$ cat src/rtl/intack_pkg.sv
package intack_pkg;
  localparam int BYTE_W = 8;

  typedef enum logic [1:0] {ST_IDLE, ST_GAP, ST_RUN, ST_DONE} seq_st_e;

  function automatic logic [1:0] instr_len(input logic [BYTE_W-1:0] op);
    logic [1:0] n;
    casez (op)
      8'hCD, 8'hC3, 8'h22, 8'h2A, 8'h32, 8'h3A: n = 2'd3;
      8'b11???010, 8'b11???100:                 n = 2'd3;
      8'b00??0001:                              n = 2'd3;
      8'b00???110, 8'b11???110:                 n = 2'd2;
      8'hD3, 8'hDB:                             n = 2'd2;
      default:                                  n = 2'd1;
    endcase
    return n;
  endfunction
endpackage

$ cat src/rtl/intack_arb.sv
module intack_arb #(
  parameter int NUM_RST = 3
) (
  input  logic               clk_i,
  input  logic               rst_ni,
  input  logic               sample_i,
  input  logic               busy_i,
  input  logic               intr_i,
  input  logic               trap_i,
  input  logic [NUM_RST-1:0] rst_req_i,
  input  logic               ei_i,
  input  logic               di_i,
  output logic               take_o,
  output logic               trap_won_o,
  output logic [NUM_RST-1:0] rst_won_o,
  output logic               ie_o
);
  logic               ie_q;
  logic               trap_won_q;
  logic [NUM_RST-1:0] rst_won_q;
  logic [NUM_RST-1:0] rst_valid;
  logic [NUM_RST-1:0] rst_sel;
  logic               open_w;

  assign rst_valid = rst_req_i & {NUM_RST{ie_q}};
  assign open_w    = sample_i & ~busy_i;

  // highest index overwrites lower ones
  always_comb begin
    rst_sel = '0;
    for (int i = 0; i < NUM_RST; i++) begin
      if (rst_valid[i]) rst_sel = NUM_RST'(1) << i;
    end
  end

  assign take_o = open_w & ~trap_i & ~(|rst_valid) & intr_i & ie_q;

  always_ff @(posedge clk_i or negedge rst_ni) begin
    if (!rst_ni) begin
      ie_q       <= 1'b0;
      trap_won_q <= 1'b0;
      rst_won_q  <= '0;
    end else begin
      trap_won_q <= open_w & trap_i;
      rst_won_q  <= (open_w & ~trap_i) ? rst_sel : '0;
      if (di_i || take_o)  ie_q <= 1'b0;
      else if (ei_i)       ie_q <= 1'b1;
    end
  end

  assign trap_won_o = trap_won_q;
  assign rst_won_o  = rst_won_q;
  assign ie_o       = ie_q;
endmodule

$ cat src/rtl/intack_fsm.sv
module intack_fsm
  import intack_pkg::*;
#(
  parameter int FIRST_T = 6,
  parameter int NEXT_T  = 3
) (
  input  logic       clk_i,
  input  logic       rst_ni,
  input  logic       take_i,
  input  logic [1:0] len_i,
  output logic       busy_o,
  output logic       seq_o,
  output logic       ale_o,
  output logic       ack_o,
  output logic       cap_o,
  output logic [1:0] bidx_o,
  output logic       done_o
);
  localparam int TW = $clog2(FIRST_T + 1);

  seq_st_e       st_q;
  logic [TW-1:0] t_q;
  logic [1:0]    b_q;
  logic          last_t;
  logic          more;

  assign last_t = (b_q == 2'd0) ? (t_q == TW'(FIRST_T)) : (t_q == TW'(NEXT_T));
  assign more   = ({1'b0, b_q} + 3'd1) < {1'b0, len_i};

  always_ff @(posedge clk_i or negedge rst_ni) begin
    if (!rst_ni) begin
      st_q <= ST_IDLE;
      t_q  <= '0;
      b_q  <= '0;
    end else begin
      unique case (st_q)
        ST_IDLE: if (take_i) st_q <= ST_GAP;
        ST_GAP: begin
          st_q <= ST_RUN;
          t_q  <= TW'(1);
          b_q  <= 2'd0;
        end
        ST_RUN: begin
          if (last_t) begin
            if (more) begin
              b_q <= b_q + 2'd1;
              t_q <= TW'(1);
            end else begin
              st_q <= ST_DONE;
              t_q  <= '0;
            end
          end else begin
            t_q <= t_q + TW'(1);
          end
        end
        ST_DONE: st_q <= ST_IDLE;
        default: st_q <= ST_IDLE;
      endcase
    end
  end

  assign busy_o = (st_q != ST_IDLE);
  assign seq_o  = (st_q == ST_RUN);
  assign ale_o  = seq_o && (t_q == TW'(1));
  assign ack_o  = seq_o && ((t_q == TW'(2)) || (t_q == TW'(3)));
  assign cap_o  = seq_o && (t_q == TW'(3));
  assign bidx_o = b_q;
  assign done_o = (st_q == ST_DONE);
endmodule

$ cat src/rtl/intack_capture.sv
module intack_capture
  import intack_pkg::*;
#(
  parameter int ADDR_W = 16
) (
  input  logic              clk_i,
  input  logic              rst_ni,
  input  logic              take_i,
  input  logic              cap_i,
  input  logic [1:0]        bidx_i,
  input  logic [BYTE_W-1:0] data_i,
  input  logic [ADDR_W-1:0] pc_i,
  output logic [ADDR_W-1:0] pc_o,
  output logic [BYTE_W-1:0] opcode_o,
  output logic [2*BYTE_W-1:0] operand_o,
  output logic [1:0]        len_o
);
  logic [ADDR_W-1:0]   pc_q;
  logic [BYTE_W-1:0]   op_q;
  logic [2*BYTE_W-1:0] opd_q;

  always_ff @(posedge clk_i or negedge rst_ni) begin
    if (!rst_ni) begin
      pc_q  <= '0;
      op_q  <= '0;
      opd_q <= '0;
    end else if (take_i) begin
      pc_q  <= pc_i;
      op_q  <= '0;
      opd_q <= '0;
    end else if (cap_i) begin
      unique case (bidx_i)
        2'd0:    op_q <= data_i;
        2'd1:    opd_q[BYTE_W-1:0] <= data_i;
        default: opd_q[2*BYTE_W-1:BYTE_W] <= data_i;
      endcase
    end
  end

  assign pc_o      = pc_q;
  assign opcode_o  = op_q;
  assign operand_o = opd_q;
  assign len_o     = instr_len(op_q);
endmodule

$ cat src/rtl/intack_seq.sv
module intack_seq
  import intack_pkg::*;
#(
  parameter int ADDR_W  = 16,
  parameter int NUM_RST = 3,
  parameter int FIRST_T = 6,
  parameter int NEXT_T  = 3
) (
  input  logic               clk_i,
  input  logic               rst_ni,
  input  logic               sample_i,
  input  logic               intr_i,
  input  logic               trap_i,
  input  logic [NUM_RST-1:0] rst_req_i,
  input  logic               ei_i,
  input  logic               di_i,
  input  logic [ADDR_W-1:0]  pc_i,
  input  logic [7:0]         data_i,
  output logic               ack_o,
  output logic               ale_o,
  output logic [2:0]         status_o,
  output logic [ADDR_W-1:0]  addr_o,
  output logic [7:0]         opcode_o,
  output logic [15:0]        operand_o,
  output logic [1:0]         len_o,
  output logic               done_o,
  output logic               trap_won_o,
  output logic [NUM_RST-1:0] rst_won_o,
  output logic               ie_o
);
  logic              take_w;
  logic              busy_w;
  logic              seq_w;
  logic              cap_w;
  logic [1:0]        bidx_w;
  logic [ADDR_W-1:0] pc_w;

  intack_arb #(.NUM_RST(NUM_RST)) u_arb (
    .clk_i, .rst_ni, .sample_i,
    .busy_i(busy_w), .intr_i, .trap_i, .rst_req_i, .ei_i, .di_i,
    .take_o(take_w), .trap_won_o, .rst_won_o, .ie_o
  );

  intack_fsm #(.FIRST_T(FIRST_T), .NEXT_T(NEXT_T)) u_fsm (
    .clk_i, .rst_ni, .take_i(take_w), .len_i(len_o),
    .busy_o(busy_w), .seq_o(seq_w), .ale_o, .ack_o,
    .cap_o(cap_w), .bidx_o(bidx_w), .done_o
  );

  intack_capture #(.ADDR_W(ADDR_W)) u_cap (
    .clk_i, .rst_ni, .take_i(take_w), .cap_i(cap_w), .bidx_i(bidx_w),
    .data_i, .pc_i, .pc_o(pc_w), .opcode_o, .operand_o, .len_o
  );

  // io_m, s1, s0 all high during acknowledge
  assign status_o = seq_w ? 3'b111 : 3'b000;
  assign addr_o   = seq_w ? pc_w : '0;
endmodule

$ cat config.mk
export PLATFORM = sky130hd
export DESIGN_NAME = intack_seq
export DESIGN_NICKNAME = d
export VERILOG_FILES = /design/src/rtl/intack_pkg.sv /design/src/rtl/intack_arb.sv /design/src/rtl/intack_fsm.sv /design/src/rtl/intack_capture.sv /design/src/rtl/intack_seq.sv
export SDC_FILE = /design/constraint.sdc
export NUM_CORES = 1
export LEC_CHECK = 0
export CORE_MARGIN = 1
export CORE_UTILIZATION = 50
export DETAILED_ROUTE_END_ITERATION = 8
export DONT_BUFFER_PORTS = 1
export GPL_TIMING_DRIVEN = 0
export PLACE_DENSITY = 0.68
export SLEW_MARGIN = 20
export SYNTH_ARGS = -nofsm -noshare
export SYNTH_HDL_FRONTEND = slang
export SYNTH_SLANG_ARGS = --single-unit
$ cat constraint.sdc
create_clock -name clk_i -period 2.4 [get_ports clk_i]
set_input_delay 0.6 -clock clk_i [delete_from_list [all_inputs] [get_ports clk_i]]
set_output_delay 0.6 -clock clk_i [all_outputs]
set_load 0.005 [all_outputs]
== Word level (Yosys, flattened, before mapping) ==
Cells that the tools add are included.
Widths: inputs -> output; s select.

* Input port bits: 34
* Logic and storage cells: 99
* Memory bits (writable): 0
* Memory bits (read-only): 0
* Latch bits: 0
* Output and inout port bits: 53
* Register bits: 52
* Memories: 0

* Multipliers: 0
* Mux-type cells: 27
* Magnitude comparators: 1
* Div/mod/pow operators: 0
* Reductions and logical operators: 22
* Bitwise logic cells: 10
* Equal/unequal tests: 26
* $add $sub $neg: 3
* Shifts and indexed selects: 0

{| class="wikitable"
|+ Operators by type and width
! kind !! number
|-
| $mux 16 || 3
|-
| $mux 8 || 5
|-
| $eq 8x6->1 const B || 4
|-
| $eq 8x8->1 const B || 4
|-
| $eq 5x5->1 const B || 3
|-
| $mux 3 || 5
|-
| $reduce_bool 2->1 || 6
|-
| $mux 2 || 5
|-
| $reduce_or 9->1 || 1
|-
| $pmux 2 s2 || 2
|-
| $pmux 2 s4 || 1
|-
| $and 1x1->1 || 6
|-
| $eq 3x2->1 const B || 2
|-
| $eq 6x1->1 const B || 1
|-
| $ne 2x1->1 const B || 3
|-
| $pmux 3 s2 || 1
|-
| $reduce_and 2->1 || 3
|-
| $reduce_and 3->1 || 2
|-
| $eq 5x3->1 const B || 1
|-
| $mux 1 || 5
|-
| $eq 2x1->1 const B || 2
|-
| $eq 2x2->1 const B || 2
|-
| $logic_not 2->1 || 2
|-
| $ne 2x2->1 const B || 2
|-
| other kinds (13) || 18
|}

== Depth between registers and ports, before layout ==
Gate-level depths: netlist of run 1.

* Depth after elaboration: 9
* Mapped depth: 11
* Depth with buffers taken out: 11

== Cells and area by module ==
From an unflattened synthesis of run 1, not the netlist that was laid out.

* Cells, all modules: 248
* Area total of the unflattened synthesis: 2723.9 um^2

{| class="wikitable"
|+ By module, submodules not included
! module !! area an instance (um^2) !! sequential area each (um^2) !! cells an instance !! instances
|-
| intack_capture || 1709.1 || 1001.0 || 145 || 1
|-
| intack_fsm || 639.4 || 175.2 || 68 || 1
|-
| intack_arb || 226.5 || 125.1 || 15 || 1
|-
| intack_seq || 148.9 || 0.0 || 20 || 1
|}

== Least setup slack after synthesis of run 1 ==
Ideal clock, no wire load.

* Path kind: reg-to-reg
* Start: register u_cap.op_q[5] (netlist: u_cap.opcode_o[5])
* End: register u_fsm.st_q[1]
* Path slack: -0.245 ns
* Setup time: 0.128 ns
* Buffers on the path: 0
* Cell stages (with the launch flop): 12
* Clock period less this slack: 2.645 ns
* Required time: 2.272 ns
* Arrival: 2.517 ns
* Cell sequence: dfrtp_1 > and3b_1 > o21ai_1 > nor3_1 > a21oi_1 > o21ai_0 > fa_1 > nor2_1 > nor2b_1 > o21ai_0 > o211ai_1 > mux2_1

* Cells in the longest elaborated chain, start to end: 6
* Elaborated cells on any way between the ends: 14
* Those cells by class: 1 x order compare; 9 x eq/ne; 1 x mux; 3 x reduce/logical

{| class="wikitable"
|+ RTL lines
! what !! line !! text
|-
| start: declaration || intack_capture.sv:19 || <nowiki>logic [BYTE_W-1:0] op_q;</nowiki>
|-
| start signal: assignment || intack_capture.sv:33 || <nowiki>2'd0: op_q <= data_i;</nowiki>
|-
| $eq 8x8->1 / $eq 8x6->1 (equally long branches) || intack_pkg.sv:8 || <nowiki>casez (op)</nowiki>
|-
| $reduce_or 9->1 (no line) / $reduce_or 4->1 (equally long branches) || n/a ||
|-
| $pmux 2 s2 (*) || intack_pkg.sv:8 ||
|-
| via len_o[1] || intack_seq.sv:25 || <nowiki>output logic [1:0] len_o,</nowiki>
|-
| $lt 3x2->1 (*) || intack_fsm.sv:28 || <nowiki>assign more = ({1'b0, b_q} + 3'd1) < {1'b0, len_i};</nowiki>
|-
| $ne 2x2->1 (no line) (*) || n/a ||
|-
| $reduce_and 3->1 (no line) (*) || n/a ||
|-
| end signal: assignment || intack_fsm.sv:32 || <nowiki>st_q <= ST_IDLE;</nowiki>
|-
| end signal: assignment || intack_fsm.sv:37 || <nowiki>ST_IDLE: if (take_i) st_q <= ST_GAP;</nowiki>
|-
| end signal: assignment || intack_fsm.sv:39 || <nowiki>st_q <= ST_RUN;</nowiki>
|-
| end: declaration || intack_fsm.sv:21 || <nowiki>seq_st_e st_q;</nowiki>
|}

Mark *: on every way through the listed nets, which the timed path passes. The rest lies on a longest branch.
A chain may end at the register's enable or synchronous reset.

== Worst setup path after layout of run 1 ==
* Start: register u_cap.op_q[0] (netlist: u_cap.opcode_o[0])
* End: register u_fsm.st_q[1]

* Cells in the longest elaborated chain, start to end: 6
* Elaborated cells on any way between the ends: 19
* Those cells by class: 1 x order compare; 14 x eq/ne; 1 x mux; 3 x reduce/logical

{| class="wikitable"
|+ RTL lines
! what !! line
|-
| $eq 8x8->1 (tied with other cells) || intack_pkg.sv:8
|-
| $reduce_or 9->1 (no line) / $reduce_or 4->1 (equally long branches) || n/a
|-
| $pmux 2 s2 (*) || intack_pkg.sv:8
|-
| via len_o[1] || intack_seq.sv:25
|-
| $lt 3x2->1 (*) || intack_fsm.sv:28
|-
| $ne 2x2->1 (no line) (*) || n/a
|-
| $reduce_and 3->1 (no line) (*) || n/a
|}

Marked as above.

==> summary.txt, run 1 <==
Status
  – Status: finished with violations
  – Failing checks: setup timing

Pwr
  – Share of power burned in registers: 46.2%
  – Maximum vdd drop: 0.419 mV
  – Overall power: 0.00288 W
  – Sw Pwr: 0.00109 W
  – Lkg Pwr: 1.47 nW
  – Int Pwr: 0.00179 W
  – Clock power frac: 17.1%
  – Switch share: 37.7%
  – PwrDens: 987 nW/µm²
  – Combinational share of power: 36.7%

Finish
  – Filler cells: 448
  – Commonest non-fill, non-tap cell in the layout: dfrtp_1
  – Share of post-route cells with drive strength above 1: 23.3%
  – Most frequent cells in the layout: 50 x dfrtp_1, 23 x nor2_1, 21 x nand2_1
  – Area growth from synthesis to final layout: 12.1%
  – Final nets: 304
  – Area of the multi-input gates: 1270 µm²
  – Register area: 1300 µm²
  – Diodes inserted: 0

Global route
  – GR Util All Layers: 20.8%
  – M2 GR Usage: 34.6%
  – Vias in the first global route: 1748
  – Largest net degree at the start of global routing: 53
  – Met3 global-route usage: 5.42%
  – GRT met1 Usage: 26.8%
  – Initial antenna violation count: 0
  – GR Overflow Total: 0
  – GRT busiest layer: met2
  – First-pass GRT wire length: 8520 µm

Floorplan
  – Die width: 74.2 µm
  – Io pins: 87
  – Initial Utilization: 53.4%
  – Core Region: 4880 µm²
  – Site Rows: 25
  – Die ar.: 5500 µm²
  – Die height: 74.2 µm

Timing
  – Period utilization: 106%
  – Slew Viols, Final: 0
  – RSZ-0062 raised after global routing: true
  – Minimum clock period: 2.54 ns
  – Fmax: 393 MHz
  – Worst Skew: 0.00586 ns
  – Hold Slack: 0.126 ns
  – Setup ws final: -0.143 ns
  – Worst Tran Pin Value: 1.00 ns
  – Fin. Hold Viols: 0
  – # setup viols final: 13
  – Relative slew slack: 32.7%

Clock tree
  – H-Tree Level Count: 2
  – CTS tree: built
  – Worst-case clock buffer depth: 2
  – Clk sinks: 52
  – Root Buffer: clkbuf_8
  – CTS Buf Count: 5
  – Latest clock arrival within the worst-skew pair: 0.30 ns
  – Clk slew on worst S/H paths: 0.09 ns

Logic synthesis
  – Syn nets: 289
  – Synth warn: 0
  – Number of synthesized flops with an enable pin: 0
  – Mean Syn Cell Area: 10.8 µm²
  – Async SR Flop Fraction: 100%
  – Post-synthesis cell count: 242
  – Cell variety after synth: 40
  – Cell area after synthesis: 2600 µm²
  – FF+latch count, synth: 52
  – Main synth FF type: dfrtp_1
  – Register area share after synthesis: 50.0%

Critical path
  – WS Path Type: register to register
  – CP arrival: 2.73 ns
  – Required time of the critical path: 2.59 ns
  – CP Capture Type: register
  – Worst-path maximum fanout: 7
  – Setup crit start kind: register

Placement
  – PortBufs: 0
  – Final Wtd Congestion: 0.762
  – HPWL after detailed placement: 3970 µm

Drt
  – # DRC: 0
  – DR vias: 1796
  – Vias/cell: 5.53
  – Drt pass-1 iters: 4
  – Total Wirelength: 5420 µm
  – Wire per inst: 16.7 µm
  – Final ANT Viol Nets: 0
  – Starting DRT DRC Count: 49

Flow run
  – Max cap viols: 0

Hold path
  – Worst hold path class: input port to asynchronous set/reset pin
==> area by class of cell <==
cell class	count	share of cell area, %
inverter	9	1.16
clock buffer	6	2.49
multi-input combinational	170	43.4
clock inverter	2	0.557
timing repair buffer	8	2.74
tap	67	2.87
buffer	11	2.10
sequential	52	44.7
==> metal layers <==
metal  part of all wire [%]  up-vias  routed length (µm)
li1                       -      853                   -
met1                     43      881                2320
met2                     50       55                2690
met3                    6.6        7                 356
met4                   0.89        0                  48
met5                      0        -                   0
==> sequential cells by signal (all words and copies together) (netlist names) <==
signal and cells:
u_arb.ie_o 1, u_arb.rst_won_o 3, u_arb.trap_won_o 1, u_cap.opcode_o 8
u_cap.operand_o 16, u_cap.pc_o 16, u_fsm.bidx_o 2, u_fsm.st_q 2
u_fsm.t_q 3
==> Yosys cell counts (5+ instances only) <==
library cell	instances	area, µm²
mux2i_1	16	160
nor2_1	25	93.8
and2_1	18	113
inv_1	9	33.8
dfrtp_1	52	1300
ha_1	12	150
nand2b_1	5	31.3
mux2_2	16	180
a21oi_1	15	75.1
nand2_1	21	78.8
nor3_1	5	25.0
==> worst max-delay path, cell delays in order, from the launching register on <==
cell      delay [ns]
dfrtp_2         0.48
and3b_1         0.22
o21ai_2         0.21
nor3_4          0.05
a21oi_2         0.11
o21ai_2         0.09
fa_1            0.48
nor2_4          0.13
nor2b_1         0.06
o21ai_1         0.13
o211ai_1        0.15
mux2_1          0.33
==> timing repair <==
action                                  in CTS  in global routing
hold endpoints to repair                    52                  0
pin swaps                                    8                  5
endpoints found under the setup margin      15                 23
resized for setup                           11                  6
buffers inserted                             5                  2
hold buffers                                 1                  0
==> final timing paths <==
path / start / endpoint / slack [ns] / cells past startpoint
hold / removal: rst_ni / u_cap.opcode_o[4]$_DFFE_PN0P_ / 0.13 / 1
max in group asynchronous: rst_ni / u_cap.opcode_o[0]$_DFFE_PN0P_ / 2.02 / 1
setup / recovery: u_cap.opcode_o[0]$_DFFE_PN0P_ / u_fsm.st_q[1]$_DFFE_PN0P_ / -0.14 / 11
setup reg to reg: u_cap.opcode_o[0]$_DFFE_PN0P_ / u_fsm.st_q[1]$_DFFE_PN0P_ / -0.14 / 11
min in group clk_i: rst_req_i[1] / u_arb.rst_won_o[0]$_DFF_PN0_ / 0.36 / 1
hold reg to reg: u_cap.pc_o[4]$_DFFE_PN0P_ / u_cap.pc_o[4]$_DFFE_PN0P_ / 0.51 / 1
==> power by group through the flow <==
stage | clock [W] | combinational (W) | sequential [W]
after floorplan | 0 | 0.000717 | 0.00126
after global placement | 0 | 0.000838 | 0.00133
after detailed placement | 0 | 0.000872 | 0.00134
after CTS | 0.000508 | 0.00103 | 0.00133
after global routing | 0.000533 | 0.00119 | 0.00136
final | 0.000493 | 0.00106 | 0.00133
==> through the flow <==
stage,setup WS [ns],area (µm²),setup TNS [ns],instances,util (%)
detailed placement,-0.335,2710,-0.794,309,55.5
global route,-0.338,2920,-3.53,325,59.8
finish,-0.143,2920,-0.867,325,59.8
global placement,-0.314,2710,-0.715,309,55.5
floorplan,-0.0236,2620,-0.0236,242,-
CTS,-0.138,2890,-0.893,323,59.2
==> cells by family after synthesis <==
group	synth area share, %
AOI/OAI and AO/OA	7.74
adders and majority gates	6.54
buffers and inverters	3.51
DFF	50.0
muxes	13.5
and+or+nand+nor	18.7
Power figures use the tool's default switching activity.
==> inputs of run 2 (changes only) <==
Settings changed: ABC_AREA set to 1.
==> run 2 against run 1 <==
  * The run now ends clean
  * Sequential cell count stayed put
  * First-iteration DRC count is 100% higher
  * Global-route usage hardly changed
==> summary.txt, run 2 <==
Logic synthesis
  – Area leader, netlist: dfrtp_1
  – Number of synthesized flops with an enable pin: 0 (unchanged)
  – Most instantiated cells after synthesis: 119 x nand2_1, 52 x dfrtp_1, 36 x inv_1
  – Post-synthesis cell count: 314 (+30%)
  – Async SR Flop Fraction: 100% (unchanged)
  – FF+latch count, synth: 52 (unchanged)
  – Leading post-synthesis cells by cell area: dfrtp_1 49%, nand2_1 17%, ha_1 5.6%
  – Top cell type's share of synthesized area: 48.5% (-1.5 points)
  – Most common cell in the netlist: nand2_1
  – Register area share after synthesis: 48.5% (-1.5 points)
  – Mean Syn Cell Area: 8.54 µm² (-21%)
  – Cell variety after synth: 32 (-20%)
  – Syn nets: 361 (+25%)
  – Main synth FF type: dfrtp_1
  – Cell area after synthesis: 2680 µm² (+3.0%)
  – Synth warn: 0 (unchanged)

Status
  – Status: finished, final reports clean

Placement
  – Final Wtd Congestion: 0.782 (+2.7%)
  – PortBufs: 0 (unchanged)
  – HPWL after detailed placement: 4020 µm (+1.4%)

Critical path
  – CP Capture Type: primary output
  – Worst reg-to-reg setup slack: 0.18 ns (+0.32 ns)
  – Worst-path maximum fanout: 10 (+3)
  – Setup crit start kind: register
  – CP arrival: 1.67 ns (-1.06 ns)
  – WS Path Type: register to primary output
  – Required time of the critical path: 1.80 ns (-0.79 ns)

Drt
  – Vias/cell: 5.01 (-9.3%)
  – DR vias: 1969 (+9.6%)
  – Drt pass-1 iters: 4 (unchanged)
  – Final ANT Viol Nets: 0 (unchanged)
  – Total Wirelength: 5540 µm (+2.2%)
  – Starting DRT DRC Count: 99 (+100%)
  – Wire per inst: 14.1 µm (-15%)
  – # DRC: 0 (unchanged)

Global route
  – Initial antenna violation count: 0 (unchanged)
  – Largest net degree at the start of global routing: 53 (unchanged)
  – First-pass GRT wire length: 8620 µm (+1.1%)
  – Met3 global-route usage: 6.56% (+1.1 points)
  – GRT busiest layer: met2
  – GR Util All Layers: 20.7% (-0.029 points)
  – M2 GR Usage: 31.6% (-3.0 points)
  – GR Overflow Total: 0 (unchanged)
  – Vias in the first global route: 1775 (+1.5%)
  – GRT met1 Usage: 28.6% (+1.8 points)

Hold path
  – Worst hold path class: input port to asynchronous set/reset pin

Floorplan
  – Die height: 75.2 µm (+1.5%)
  – Initial Utilization: 52.2% (-1.2 points)
  – Die width: 75.2 µm (+1.5%)
  – Site Rows: 26 (+4.0%)
  – Io pins: 87 (unchanged)
  – Die ar.: 5660 µm² (+2.9%)
  – Core Region: 5140 µm² (+5.3%)

Pwr
  – PwrDens: 992 nW/µm² (+0.49%)
  – Maximum vdd drop: 0.444 mV (+6.0%)
  – Lkg Pwr: 1.60 nW (+8.9%)

Timing
  – Fin. Hold Viols: 0 (unchanged)
  – Worst Skew: 0.00694 ns (+0.00108 ns)
  – Period utilization: 94.4% (-12 points)
  – Hold Slack: 0.136 ns (+0.0100 ns)
  – Slew Viols, Final: 0 (unchanged)
  – Relative slew slack: 72.5% (+40 points)
  – Minimum clock period: 2.27 ns (-0.278 ns)
  – Worst Tran Pin Value: 0.409 ns (-0.593 ns)
  – Fmax: 441 MHz (+12%)
  – # setup viols final: 0 (-13)

Clock tree
  – CTS Buf Count: 5 (unchanged)
  – Setup Buffers After CTS: 0 (-5)
  – Latest clock arrival within the worst-skew pair: 0.30 ns (about the same)
  – Clk slew on worst S/H paths: 0.09 ns (about the same)
  – CTS tree: built
  – Clk sinks: 52 (unchanged)
  – Worst-case clock buffer depth: 2 (unchanged)
  – H-Tree Level Count: 2 (unchanged)
  – Root Buffer: clkbuf_8

Finish
  – Final nets: 369 (+21%)
  – Area growth from synthesis to final layout: 8.12%
  – Commonest non-fill, non-tap cell in the layout: nand2_1
  – Filler cells: 504 (+13%)
  – Share of post-route cells with drive strength above 1: 15.8% (-7.5 points)
  – Most frequent cells in the layout: 119 x nand2_1, 51 x dfrtp_1, 36 x inv_1
  – Final core utilization: 56.4% (-3.4 points)
  – Diodes inserted: 0 (unchanged)

Flow run
  – Max cap viols: 0 (unchanged)
-- run 2: report_power, final --
| group | switching, W | internal, W |
|---|---|---|
| combinational | 0.000619 | 0.000393 |
| clock | 0.000285 | 0.000235 |
| sequential | 0.000238 | 0.00111 |
| total | 0.00114 | 0.00173 |
-- run 2: cell families after synthesis --
logic type	Yosys count	share of synthesized area, %
buf+inv	50	8.91
fa+ha+maj	13	6.34
simple gates	160	25.7
flops	52	48.5
compound gates	39	10.5
-- run 2: layout make-up --
cell class	count	area (µm²)	area share, %
plain buffers	12	98.8	3.41
clock inverters	1	7.51	0.259
clock buffers	7	86.3	2.98
multi-input cells	212	1140	39.5
inverters	38	145	5.00
repair buffers	1	27.5	0.949
flip-flops and latches	52	1300	44.9
well taps	70	87.6	3.02
-- run 2: through the flow --
stage | instance area, µm² | total power, W | TNS (ns) | setup slack, ns | std cells
floorplan | 2680 | 0.00210 | 0 | 0.455 | 314
global placement | 2770 | 0.00230 | 0 | 0.219 | 384
detailed placement | 2770 | 0.00234 | 0 | 0.196 | 384
CTS | 2890 | 0.00289 | 0 | 0.0465 | 393
global route | 2900 | 0.00310 | -0.00278 | -0.00278 | 393
finish | 2900 | 0.00288 | 0 | 0.134 | 393
-- run 2: critical path, cell delays in order, from the launching register on --
cell      delay (ns)
dfrtp_1         0.42
inv_1           0.13
ha_2            0.22
buf_2           0.18
clkbuf_4        0.22
nand2_1         0.07
nor2_1          0.13
-- run 2: per-layer routing --
layer	part of all wire (%)	vias up
li1	-	989
met1	47	920
met2	45	54
met3	6.8	6
met4	1.2	0
met5	0	-
-- run 2: what timing repair did --
action,in CTS,in global routing
gates resized for setup,2,5
setup endpoints to repair,18,7
hold endpoints to repair,52,0
hold buffers,1,0
-- run 2: final timing paths --
kind	endpoint	startpoint	depth (start not counted)
min in group clk_i	u_arb.ie_o$_DFFE_PN0P_	di_i	1
worst max-delay path	ale_o	u_fsm.st_q[0]$_DFFE_PN0P_	6
worst min register to register	u_cap.pc_o[7]$_DFFE_PN0P_	u_cap.pc_o[7]$_DFFE_PN0P_	2
worst min-delay path	u_cap.opcode_o[6]$_DFFE_PN0P_	rst_ni	1
worst max register to register	u_fsm.st_q[0]$_DFFE_PN0P_	u_cap.opcode_o[6]$_DFFE_PN0P_	13
max in group asynchronous	u_arb.rst_won_o[1]$_DFF_PN0_	rst_ni	1
==> inputs of run 3 (changes only) <==
Settings changed: CELL_PAD_IN_SITES_DETAIL_PLACEMENT set to 1, CELL_PAD_IN_SITES_GLOBAL_PLACEMENT set to 1, CORE_UTILIZATION 50 to 41, PLACE_DENSITY 0.68 to not set, PLACE_DENSITY_LB_ADDON set to 0.1.
==> run 3 against run 2 <==
  * Sequential share of layout area shrank 0.30 points
  * Critical endpoint unchanged
  * Non-clock buffer count is the same
  * Via count grew 3.1%
  * Power grew 1.5%
  * Final cell count grew 1.8%
  * Worst setup slack lost 0.0087 ns
  * Worst hold slack gained 0.0093 ns
==> summary.txt, run 3 (synthesis gave the netlist of run 2 again) <==
Placement
  – Final Wtd Congestion: 0.788 (+0.78%)
  – PortBufs: 0 (unchanged)
  – HPWL after detailed placement: 4550 µm (+13%)
  – Placed instance area: 2780 µm² (+0.32%)
  – Dpl cells: 391 (+1.8%)

Critical path
  – CP Capture Type: primary output
  – Reg-to-reg startpoint: u_cap.opcode_o[0]$_DFFE_PN0P_
  – Crit-path leading delay family: buffers and inverters
  – Cell mode on critical path: clkbuf_4
  – CP Depth: 6 (unchanged)
  – Worst Path Buf+Inv: 3 (unchanged)
  – Required time of the critical path: 1.80 ns (about the same)
  – Worst-path maximum fanout: 10 (unchanged)
  – Worst path slowest cell: dfrtp_1
  – Crit path to: ale_o
  – CP arrival: 1.67 ns (about the same)
  – CP cell instances: inv_1 -> ha_2 -> clkbuf_4 -> clkbuf_4 -> nand2_1 -> nor2_1
  – Cells on worst reg2reg path: 12 (-1)
  – Setup crit start kind: register
  – WS Path Type: register to primary output
  – Reg-to-Reg End: u_fsm.st_q[0]$_DFFE_PN0P_
  – Worst reg-to-reg setup slack: 0.21 ns (+0.03 ns)
  – Worst setup path start: u_fsm.st_q[0]$_DFFE_PN0P_
  – Max incr delay on CP: 0.42 ns (about the same)

Floorplan
  – Site Rows: 29 (+12%)
  – Io pins: 87 (unchanged)
  – Core Region: 6350 µm² (+24%)
  – Die height: 82.9 µm (+10%)
  – Die ar.: 6870 µm² (+21%)
  – Initial Utilization: 42.2% (-9.9 points)
  – Die width: 82.9 µm (+10%)

Drt
  – Vias/cell: 5.08 (+1.3%)
  – # DRC: 0 (unchanged)
  – DR vias: 2030 (+3.1%)
  – Wire per inst: 15.6 µm (+11%)
  – Starting DRT DRC Count: 137 (+38%)
  – Drt pass-1 iters: 4 (unchanged)
  – Total Wirelength: 6250 µm (+13%)
  – Final ANT Viol Nets: 0 (unchanged)

Timing
  – Period utilization: 94.8% (+0.36 points)
  – Fin Setup TNS: 0 ns (unchanged)
  – Fin. Hold Viols: 0 (unchanged)
  – Worst Tran Pin Value: 0.419 ns (+0.0101 ns)
  – Minimum clock period: 2.27 ns (+0.00871 ns)
  – Fmax: 440 MHz (-0.38%)
  – # setup viols final: 0 (unchanged)
  – RSZ-0062 raised after global routing: false
  – Slew Viols, Final: 0 (unchanged)
  – Relative slew slack: 72.0% (-0.46 points)
  – Worst Skew: 0.0143 ns (+0.00734 ns)

Finish
  – Final nets: 369 (unchanged)
  – Filler cells: 766 (+52%)
  – Post-layout instance area: 2930 µm² (+0.86%)
  – Commonest non-fill, non-tap cell in the layout: nand2_1
  – Most frequent cells in the layout: 119 x nand2_1, 49 x dfrtp_1, 36 x inv_1
  – Diodes inserted: 0 (unchanged)
  – Share of post-route cells with drive strength above 1: 17.3% (+1.5 points)
  – Area growth from synthesis to final layout: 9.05%
  – Fin cells: 400 (+1.8%)
  – Final core utilization: 46.1% (-10 points)

Clock tree
  – H-Tree Level Count: 2 (unchanged)
  – Clk sinks: 52 (unchanged)
  – Clk slew on worst S/H paths: 0.10 ns (about the same)
  – Worst-case clock buffer depth: 2 (unchanged)
  – CTS Buf Count: 5 (unchanged)
  – CTS tree: built
  – Latest clock arrival within the worst-skew pair: 0.31 ns (about the same)
  – Root Buffer: clkbuf_8

Pwr
  – PwrDens: 998 nW/µm² (+0.61%)
  – Lkg Pwr: 1.61 nW (+0.53%)
  – Maximum vdd drop: 0.419 mV (-5.8%)

Global route
  – GR Overflow Total: 0 (unchanged)
  – First-pass GRT wire length: 10600 µm (+22%)
  – Largest net degree at the start of global routing: 53 (unchanged)
  – GR Util All Layers: 19.4% (-1.4 points)
  – Vias in the first global route: 2090 (+18%)
  – Initial antenna violation count: 0 (unchanged)

Status
  – Status: finished, final reports clean

Hold path
  – Worst hold path class: input port to asynchronous set/reset pin

Flow run
  – Max cap viols: 0 (unchanged)
run 3: cell count changes in the layout (fill, tap and decap cells not counted), sizes merged:
cell / before / now
clkinv: 0 / 1
buf: 11 / 9
inv: 38 / 39
run 3: how the worst min path moves through the flow:
stage / cells past startpoint / endpoint / slack [ns]
CTS: 1 / u_cap.pc_o[13]$_DFFE_PN0P_ / 0.14
detailed placement: 0 / u_cap.opcode_o[6]$_DFFE_PN0P_ / 0.31
global placement: 0 / u_cap.opcode_o[6]$_DFFE_PN0P_ / 0.31
floorplan: 0 / u_arb.ie_o$_DFFE_PN0P_ / 0.30
finish: 1 / u_arb.ie_o$_DFFE_PN0P_ / 0.14
global route: 1 / u_cap.opcode_o[1]$_DFFE_PN0P_ / 0.14
run 3: layer usage:
metal,vias up,wire length [µm],GRT usage [%]
met5,-,0,0
met3,6,391,6.66
li1,992,-,-
met2,55,2810,29.1
met4,0,68,5.17
met1,977,2980,26.7
run 3: final cells by class:
| class | instances | area, µm² | area share, % |
|---|---|---|---|
| well taps | 77 | 96.3 | 3.29 |
| plain buffers | 12 | 104 | 3.55 |
| repair buffers | 1 | 27.5 | 0.941 |
| clock inverters | 3 | 21.3 | 0.727 |
| clock buffers | 5 | 68.8 | 2.35 |
| multi-input cells | 212 | 1160 | 39.6 |
| flip-flops and latches | 52 | 1310 | 44.6 |
| inverters | 38 | 145 | 4.96 |
run 3: stage by stage:
stage	hold WS (ns)	worst slack (ns)	power, W
global route	0.144	0.00790	0.00317
floorplan	0.304	0.455	0.00210
finish	0.145	0.126	0.00292
global placement	0.306	0.157	0.00233
CTS	0.139	0.0220	0.00293
detailed placement	0.306	0.157	0.00238
run 3: what timing repair did:
action | CTS | global route
endpoints found under the setup margin | 18 | 22
buffers inserted | 0 | 0
hold buffers | 1 | 0
endpoints found under the hold margin | 52 | 0
gates resized for setup | 2 | 11
gates cloned | 0 | 0
run 3: power by group:
| group | internal (W) | leakage [nW] | switching, W |
|---|---|---|---|
| logic | 0.000409 | 0.870 | 0.000646 |
| registers | 0.00111 | 0.696 | 0.000242 |
| clock network | 0.000208 | 0.0445 | 0.000305 |
